<file path="src/rtl/crm_pfc_pkg.sv">
package crm_pfc_pkg;

    typedef struct packed {
        logic ton_hit;
        logic peak_hit;
        logic ilim;
        logic ovp;
        logic uvp;
        logic off;
    } stop_req_t;

    typedef enum logic [1:0] {
        CAUSE_NONE = 2'd0,
        CAUSE_ZCD  = 2'd1,
        CAUSE_WDOG = 2'd2
    } start_cause_e;

    function automatic logic stop_any(input stop_req_t s, input logic ilim_live);
        return s.ton_hit | s.peak_hit | (s.ilim & ilim_live) | s.ovp | s.uvp | s.off;
    endfunction

    function automatic start_cause_e pick_cause(input logic zcd_hit, input logic wd_hit);
        if (zcd_hit) return CAUSE_ZCD;
        if (wd_hit)  return CAUSE_WDOG;
        return CAUSE_NONE;
    endfunction

endpackage

</file>
<file path="src/rtl/pfc_zcd_edge.sv">
module pfc_zcd_edge (
    input  logic clk,
    input  logic rst,
    input  logic en_i,
    input  logic arm_i,
    input  logic trig_i,
    output logic fire_o
);
    logic trig_q;
    logic armed_q;
    logic fall;

    assign fall   = trig_q & ~trig_i;
    assign fire_o = en_i & armed_q & fall;

    always_ff @(posedge clk) begin
        if (rst) begin
            trig_q  <= 1'b0;
            armed_q <= 1'b0;
        end else begin
            trig_q <= trig_i;
            if (!en_i || fall)
                armed_q <= 1'b0;
            else if (arm_i)
                armed_q <= 1'b1;
        end
    end
endmodule

</file>
<file path="src/rtl/pfc_restart_wd.sv">
module pfc_restart_wd #(
    parameter int WD_CYCLES = 45000
) (
    input  logic clk,
    input  logic rst,
    input  logic clear_i,
    output logic expired_o
);
    localparam int W = $clog2(WD_CYCLES + 1);
    localparam logic [W-1:0] LAST = W'(WD_CYCLES - 1);

    logic [W-1:0] cnt_q;

    assign expired_o = (cnt_q == LAST);

    always_ff @(posedge clk) begin
        if (rst || clear_i)
            cnt_q <= '0;
        else if (!expired_o)
            cnt_q <= cnt_q + 1'b1;
    end
endmodule

</file>
<file path="src/rtl/pfc_gate_latch.sv">
module pfc_gate_latch
    import crm_pfc_pkg::*;
#(
    parameter int BLANK_CYCLES = 28
) (
    input  logic      clk,
    input  logic      rst,
    input  logic      set_i,
    input  stop_req_t stop_i,
    output logic      gate_o,
    output logic      set_ok_o
);
    localparam int BW = $clog2(BLANK_CYCLES + 1);
    localparam logic [BW-1:0] BLANK_END = BW'(BLANK_CYCLES);

    logic          gate_q;
    logic [BW-1:0] blank_q;
    logic          ilim_live;
    logic          stop;

    assign ilim_live = gate_q & (blank_q == BLANK_END);
    assign stop      = stop_any(stop_i, ilim_live);
    assign set_ok_o  = set_i & ~gate_q & ~stop;
    assign gate_o    = gate_q;

    always_ff @(posedge clk) begin
        if (rst) begin
            gate_q  <= 1'b0;
            blank_q <= '0;
        end else begin
            gate_q <= ~stop & (gate_q | set_i);
            if (set_ok_o)
                blank_q <= '0;
            else if (gate_q && blank_q != BLANK_END)
                blank_q <= blank_q + 1'b1;
        end
    end
endmodule

</file>
<file path="src/rtl/crm_pfc_ctrl.sv">
module crm_pfc_ctrl
    import crm_pfc_pkg::*;
#(
    parameter int WD_CYCLES    = 45000,
    parameter int BLANK_CYCLES = 28
) (
    input  logic clk,
    input  logic rst,
    input  logic enable_i,
    input  logic zcd_arm_i,
    input  logic zcd_trig_i,
    input  logic ilim_i,
    input  logic ton_hit_i,
    input  logic peak_hit_i,
    input  logic ovp_i,
    input  logic uvp_i,
    output logic gate_o,
    output logic ramp_dis_o,
    output logic first_pulse_o
);
    logic         zcd_fire;
    logic         wd_expired;
    logic         set_ok;
    logic         start_req;
    start_cause_e cause;
    stop_req_t    stops;
    logic         seen_q;
    logic         first_q;

    pfc_zcd_edge u_zcd (
        .clk    (clk),
        .rst    (rst),
        .en_i   (enable_i),
        .arm_i  (zcd_arm_i),
        .trig_i (zcd_trig_i),
        .fire_o (zcd_fire)
    );

    pfc_restart_wd #(.WD_CYCLES(WD_CYCLES)) u_wd (
        .clk       (clk),
        .rst       (rst),
        .clear_i   (set_ok | uvp_i | ~enable_i),
        .expired_o (wd_expired)
    );

    always_comb begin
        stops.ton_hit  = ton_hit_i;
        stops.peak_hit = peak_hit_i;
        stops.ilim     = ilim_i;
        stops.ovp      = ovp_i;
        stops.uvp      = uvp_i;
        stops.off      = ~enable_i;
        cause          = pick_cause(zcd_fire, wd_expired);
        start_req      = (cause != CAUSE_NONE) & enable_i & ~ovp_i & ~uvp_i;
    end

    pfc_gate_latch #(.BLANK_CYCLES(BLANK_CYCLES)) u_gate (
        .clk      (clk),
        .rst      (rst),
        .set_i    (start_req),
        .stop_i   (stops),
        .gate_o   (gate_o),
        .set_ok_o (set_ok)
    );

    always_ff @(posedge clk) begin
        if (rst || !enable_i) begin
            seen_q  <= 1'b0;
            first_q <= 1'b0;
        end else begin
            first_q <= set_ok & ~seen_q;
            if (set_ok)
                seen_q <= 1'b1;
        end
    end

    assign ramp_dis_o    = ~gate_o;
    assign first_pulse_o = first_q;
endmodule

</file>
<file path="config.mk">
export PLATFORM = sky130hd
export DESIGN_NAME = crm_pfc_ctrl
export DESIGN_NICKNAME = d
export VERILOG_FILES = /design/src/rtl/crm_pfc_pkg.sv /design/src/rtl/pfc_zcd_edge.sv /design/src/rtl/pfc_restart_wd.sv /design/src/rtl/pfc_gate_latch.sv /design/src/rtl/crm_pfc_ctrl.sv
export SDC_FILE = /design/constraint.sdc
export NUM_CORES = 1
export LEC_CHECK = 0
export ABC_AREA = 1
export BUFFER_PORTS_ARGS = -buffer_cell sky130_fd_sc_hd__buf_2
export CORE_UTILIZATION = 55
export DETAILED_ROUTE_END_ITERATION = 12
export GPL_TIMING_DRIVEN = 1
export PLACE_DENSITY = 0.75
export SYNTH_ARGS = -nofsm -noshare
export SYNTH_HDL_FRONTEND = slang
export SYNTH_SLANG_ARGS = --single-unit
</file>
<file path="constraint.sdc">
create_clock -name clk -period 2 [get_ports clk]
set_clock_uncertainty 0.1 [all_clocks]
set_input_delay 0.1 -clock clk [delete_from_list [all_inputs] [get_ports clk]]
set_output_delay 0.1 -clock clk [all_outputs]
set_load 0.02 [all_outputs]
</file>
=== Yosys cells after proc, flatten, opt, wreduce, memory -nomap -nowiden ===
Cells that the tools add are included.

* Input bits: 10
* Logic and storage cells: 54
* Output and inout port bits: 3
* Bits in registers: 26

* Reductions and logical operators: 8
* Equality and inequality tests: 3
* Bitwise logic cells: 27
* Mux-type cells: 7
* $add $sub $neg: 2

{| class="wikitable"
|+ Operators by type and width
! operator !! count
|-
| adder 16 x 1 -> 16 bit (second input constant) || 1
|-
| equality test 16 bit (second input constant) || 1
|-
| AND 1 bit || 12
|-
| two-way mux 2 bit || 4
|-
| bitwise OR 1 bit || 8
|-
| inverter 1 bit || 7
|-
| adder 5 x 1 -> 5 bit (second input constant) || 1
|-
| equality test 5 bit (second input constant) || 1
|-
| inequality test 5 bit (second input constant) || 1
|-
| OR reduction 2 bit || 2
|-
| logical OR 1 bit || 3
|-
| two-way mux 1 bit || 3
|-
| nonzero test 2 bit || 1
|-
| logical AND 1 bit || 1
|-
| zero test 1 bit || 1
|}

=== Depth between registers and ports, before layout ===
* Depth after elaboration: 16
* Mapped depth: 10
* Gate-level depth less buffers: 10

=== Modules after synthesis ===
Synthesis repeated with hierarchy kept, for this count alone.

* Cell total of the unflattened synthesis: 268
* Area total of the unflattened synthesis: 1631.6 sq um

{| class="wikitable"
|+ Modules (own cells, without submodules)
! module !! instances !! area an instance (sq um) !! cells an instance !! sequential area each (sq um)
|-
| pfc_restart_wd || 1 || 988.4 || 166 || 320.3
|-
| pfc_gate_latch || 1 || 454.2 || 73 || 120.1
|-
| crm_pfc_ctrl || 1 || 106.4 || 17 || 40.0
|-
| pfc_zcd_edge || 1 || 82.6 || 12 || 40.0
|}

=== Worst setup path after synthesis ===
Ideal clock, no wire load.

* Kind: register to register
* Start: reg u_wd.cnt_q[0]
* End: reg u_wd.cnt_q[6]
* Setup time: 116 ps
* Arrival time: 1201 ps
* Data required time: 1784 ps
* Clock period less this slack: 1417 ps
* Buffers on the path: 1
* Path slack: 583 ps
* Stages on the path, launching flop included: 10
* Cells stage by stage: dfxtp_1 ha_1 nand2_1 nor2_2 nand2_2 nand2_2 nand2_4 nand2_4 buf_8 nor2_1

* Cells in the longest elaborated chain, start to end: 14
* Elaborated cells between the ends (all ways): 16
* Classes of those cells: 1 x add/sub; 1 x eq/ne; 5 x mux; 7 x bitwise; 2 x reduce/logical

{| class="wikitable"
|+ Ends and longest elaborated chain
! item !! line !! text
|-
| start, declared || pfc_restart_wd.sv:12 || <nowiki>logic [W-1:0] cnt_q;</nowiki>
|-
| start signal, assigned || pfc_restart_wd.sv:20 || <nowiki>cnt_q <= cnt_q + 1'b1;</nowiki>
|-
| equality test 16 bit || pfc_restart_wd.sv:14 || <nowiki>assign expired_o = (cnt_q == LAST);</nowiki>
|-
| two-way mux 1 bit (2 in series) || crm_pfc_pkg.sv:24 || <nowiki>if (wd_hit) return CAUSE_WDOG;</nowiki>
|-
| two-way mux 2 bit || crm_pfc_pkg.sv:25 || <nowiki>return CAUSE_NONE;</nowiki>
|-
| two-way mux 2 bit || crm_pfc_pkg.sv:24 ||
|-
| nonzero test 2 bit || crm_pfc_ctrl.sv:54 || <nowiki>start_req = (cause != CAUSE_NONE) & enable_i & ~ovp_i & ~uvp_i;</nowiki>
|-
| AND 1 bit (3 in series) || crm_pfc_ctrl.sv:54 ||
|-
| AND 1 bit (2 in series) || pfc_gate_latch.sv:23 || <nowiki>assign set_ok_o = set_i & ~gate_q & ~stop;</nowiki>
|-
| bitwise OR 1 bit (2 in series) || crm_pfc_ctrl.sv:42 || <nowiki>.clear_i (set_ok | uvp_i | ~enable_i),</nowiki>
|-
| logical OR 1 bit || pfc_restart_wd.sv:17 || <nowiki>if (rst || clear_i)</nowiki>
|}

Several ways; a longest one is shown, not always the timed one. The select of a mux whose other input is x is not followed.
A chain may end at the register's enable or synchronous reset.

=== Final worst setup path ===
* Start: in rst
* End: reg u_zcd.armed_q

* Cells in the longest elaborated chain, start to end: 1

{| class="wikitable"
|+ Ends and longest elaborated chain
! item !! line !! text
|-
| start, declared || crm_pfc_ctrl.sv:8 || <nowiki>input logic rst,</nowiki>
|-
| OR reduction 2 bit (no line) || -- ||
|-
| end signal, assigned || pfc_zcd_edge.sv:19 || <nowiki>armed_q <= 1'b0;</nowiki>
|-
| end signal, assigned || pfc_zcd_edge.sv:23 || <nowiki>armed_q <= 1'b0;</nowiki>
|-
| end signal, assigned || pfc_zcd_edge.sv:25 || <nowiki>armed_q <= 1'b1;</nowiki>
|-
| end, declared || pfc_zcd_edge.sv:10 || <nowiki>logic armed_q;</nowiki>
|}

Every way passes these cells.

==> flow_summary.toml <==
[setup_path]
critPathMaxFanout = 4
cp.arrival_ns = 1.76
cp-end-kind = "flop"
reg2reg_depth = 8
reg2reg_slack_ns = 0.46
required_ns = 2.17
reg2reg_to = "u_wd.cnt_q[8]$_SDFFE_PP0P_"
r2r_start = "u_wd.cnt_q[0]$_SDFFE_PP0P_"
criticalPathCategory = "in -> reg"
cp-startpoint = "rst"
start_kind = "input pin"
endpoint = "u_zcd.armed_q$_SDFFE_PP0P_"

[synthesis]
synthCells = 202
synthTopCellsByArea = "dfxtp_1, nor2_1, nand2_1"
ys_seq_area_share_pct = 38.1
synth-edff-count = 0
ys_warn_count = 0
synth.cell_area_sq_um = 1370
synth.top_cells.by_count = "nor2_1, nand2_1, inv_1"
synth-main-ff-cell = "dfxtp_1"
synthMostInstantiatedCell = "nor2_1"
ys_types = 22
yosysTopAreaCellShare_pct = 38.1
synth_nets = 215
ys_ff_latch = 26
synth_top_cell_by_area = "dfxtp_1"
avgSynthCellArea_sq_um = 6.76
ys_async_sr_fraction_pct = 0

[placed_design]
detailed_place_hpwl_mm = 1.81
port_buffers = 12
place_congestion = 0.885

[job]
maxCapViolations = 0

[sta]
period_share_pct = 80.0
slew_headroom_pct = 85.5
fin_crit_ns = 1.60
worst_pin_slew_ns = 0.216
slew_violations = 0
rsz0062_at_grt = "false"
setup_tns_ns = 0
setup_violations = 0
maxClockFrequency_ghz = 0.625
hold_violations = 0

[floorplanning]
rows = 17
die_w_um = 51.8
die_h_um = 51.8
core_area_sq_um = 2280
boundaryPins = 13
start_util_pct = 60.0
die_area_sq_um = 2690

[global_route]
met1_usage_pct = 25.2
gr-usage-met3_pct = 4.09
grt_pass1_wl_mm = 4.68
grtUsageMet2_pct = 43.2
first_global_vias = 1218
antenna_found_initial = 0
globalRouteOverflowTotal = 0
gr-max-usage-layer = "met2"
grt_max_degree = 17
track_usage_pct = 23.2

[clock_network]
postCtsSetupRepairBufs = 0
cts_tree = "yes"
clk_latency_ns = 0.31
cts-root-buf = "clkbuf_4"
numClockSinks = 26
clk_pin_slew_ns = 0.13
cts_buffers = 3
post_cts_resized = 0
cts-htree-levels = 1
cts_buffer_depth = 2

[detailed_routing]
drt_iter0_drc = 18
via_count = 1231
routed_wl_mm = 2.49
routedWlPerCell_um = 9.89
drc = 0
dr.pass1.iters = 4
via_per_inst = 4.88
postRouteAntennaNets = 0

[worst_hold_path]
min-delay-path-class = "in -> reg"

[power]
leakagePower_nw = 0.625
peakVddDrop_mv = 0.354
powerDensity_nw_per_um2 = 503

[cells_and_area]
antennaDiodeCount = 0
final_util_pct = 68.1
drive_gt1_share_pct = 11.6
nNetsFinal = 239
synthToLayoutAreaGrowth_pct = 13.4

[status]
status = "complete, no violations"
-- per-stage QoR --
stage,cell area [sq um],hold slack (ns),instances,total power (W),setup slack [ns]
after CTS,1550,0.0146,252,0.000788,0.445
after global placement,1450,0.211,241,0.000562,0.538
final,1550,0.0476,252,0.000780,0.401
after global routing,1550,0.0593,252,0.000820,0.293
after detailed placement,1450,0.208,241,0.000562,0.467
after floorplan,1370,0.0712,202,0.000551,0.583
-- worst min path at each step --
| stage | startpoint | end | slack [ns] | depth (start not counted) |
|---|---|---|---|---|
| after floorplan | rst | u_zcd.trig_q$_SDFF_PP0_ | 0.07 | 1 |
| after global placement | rst | u_zcd.trig_q$_SDFF_PP0_ | 0.21 | 2 |
| after detailed placement | rst | u_zcd.trig_q$_SDFF_PP0_ | 0.21 | 2 |
| after CTS | ton_hit_i | u_gate.gate_o$_SDFF_PP0_ | 0.01 | 6 |
| after global routing | ton_hit_i | u_gate.gate_o$_SDFF_PP0_ | 0.06 | 6 |
| final | ton_hit_i | u_gate.gate_o$_SDFF_PP0_ | 0.05 | 6 |
-- placed cells by master, fill, tap and decap left out, types with 3 or more instances in the layout --
cell type       n
nor2_1         48
nand2_1        45
inv_1          31
dfxtp_1        26
buf_2          12
dlygate4sd3_1   8
nand3_1         7
xnor2_1         7
xor2_1          6
o21ai_0         6
nand2_2         4
nand3b_1        3
a21oi_1         3
ha_1            3
clkbuf_4        3
-- critical path: stages --
cell           delay (ns)
dlygate4sd3_1        0.54
buf_2                0.15
nor2_1               0.19
o21ai_0              0.12
nor2_1               0.11
dlygate4sd3_1        0.55
-- report_power, final --
group | switching, W | total [W] | leakage (nW) | internal, W
sequential | 0.00000157 | 0.000523 | 0.210 | 0.000521
clock | 0.000146 | 0.000217 | 0.0138 | 0.0000704
combinational | 0.0000192 | 0.0000407 | 0.401 | 0.0000216
total | 0.000167 | 0.000780 | 0.625 | 0.000613
-- sequential cells by signal, summed over array words and instances (netlist names) --
name	count
first_pulse_o	1
seen_q	1
u_gate.blank_q	5
u_gate.gate_o	1
u_wd.cnt_q	16
u_zcd.armed_q	1
u_zcd.trig_q	1
-- layer usage --
metal,wire (um),up-vias
met3,68,2
met1,1180,560
met5,0,-
li1,-,650
met2,1240,19
met4,10,0
-- repair_timing --
action	in CTS	in global routing
endpoints found under the setup margin	0	0
endpoints found under the hold margin	5	0
hold buffers	8	0
-- final cells by class --
type                    instances  area [sq um]
flip-flops and latches         26           520
multi-input cells             143           711
well taps                      28          35.0
clock buffers                   3          22.5
fillers                       190           727
inverters                      32           120
repair buffers                 20           140
-- cells by family (layout without fill, tap and decap cells) --
kind of cell | count (synthesis) | after routing | synth area share, %
AOI/OAI and AO/OA | 10 | 10 | 3.85
xor gates and xnor gates | 13 | 13 | 8.33
adders and majority gates | 3 | 3 | 2.75
buffers and inverters | 33 | 55 | 9.89
DFF | 26 | 26 | 38.1
and+or+nand+nor | 117 | 117 | 37.1
No activity file was read; power rests on OpenSTA's default activity.
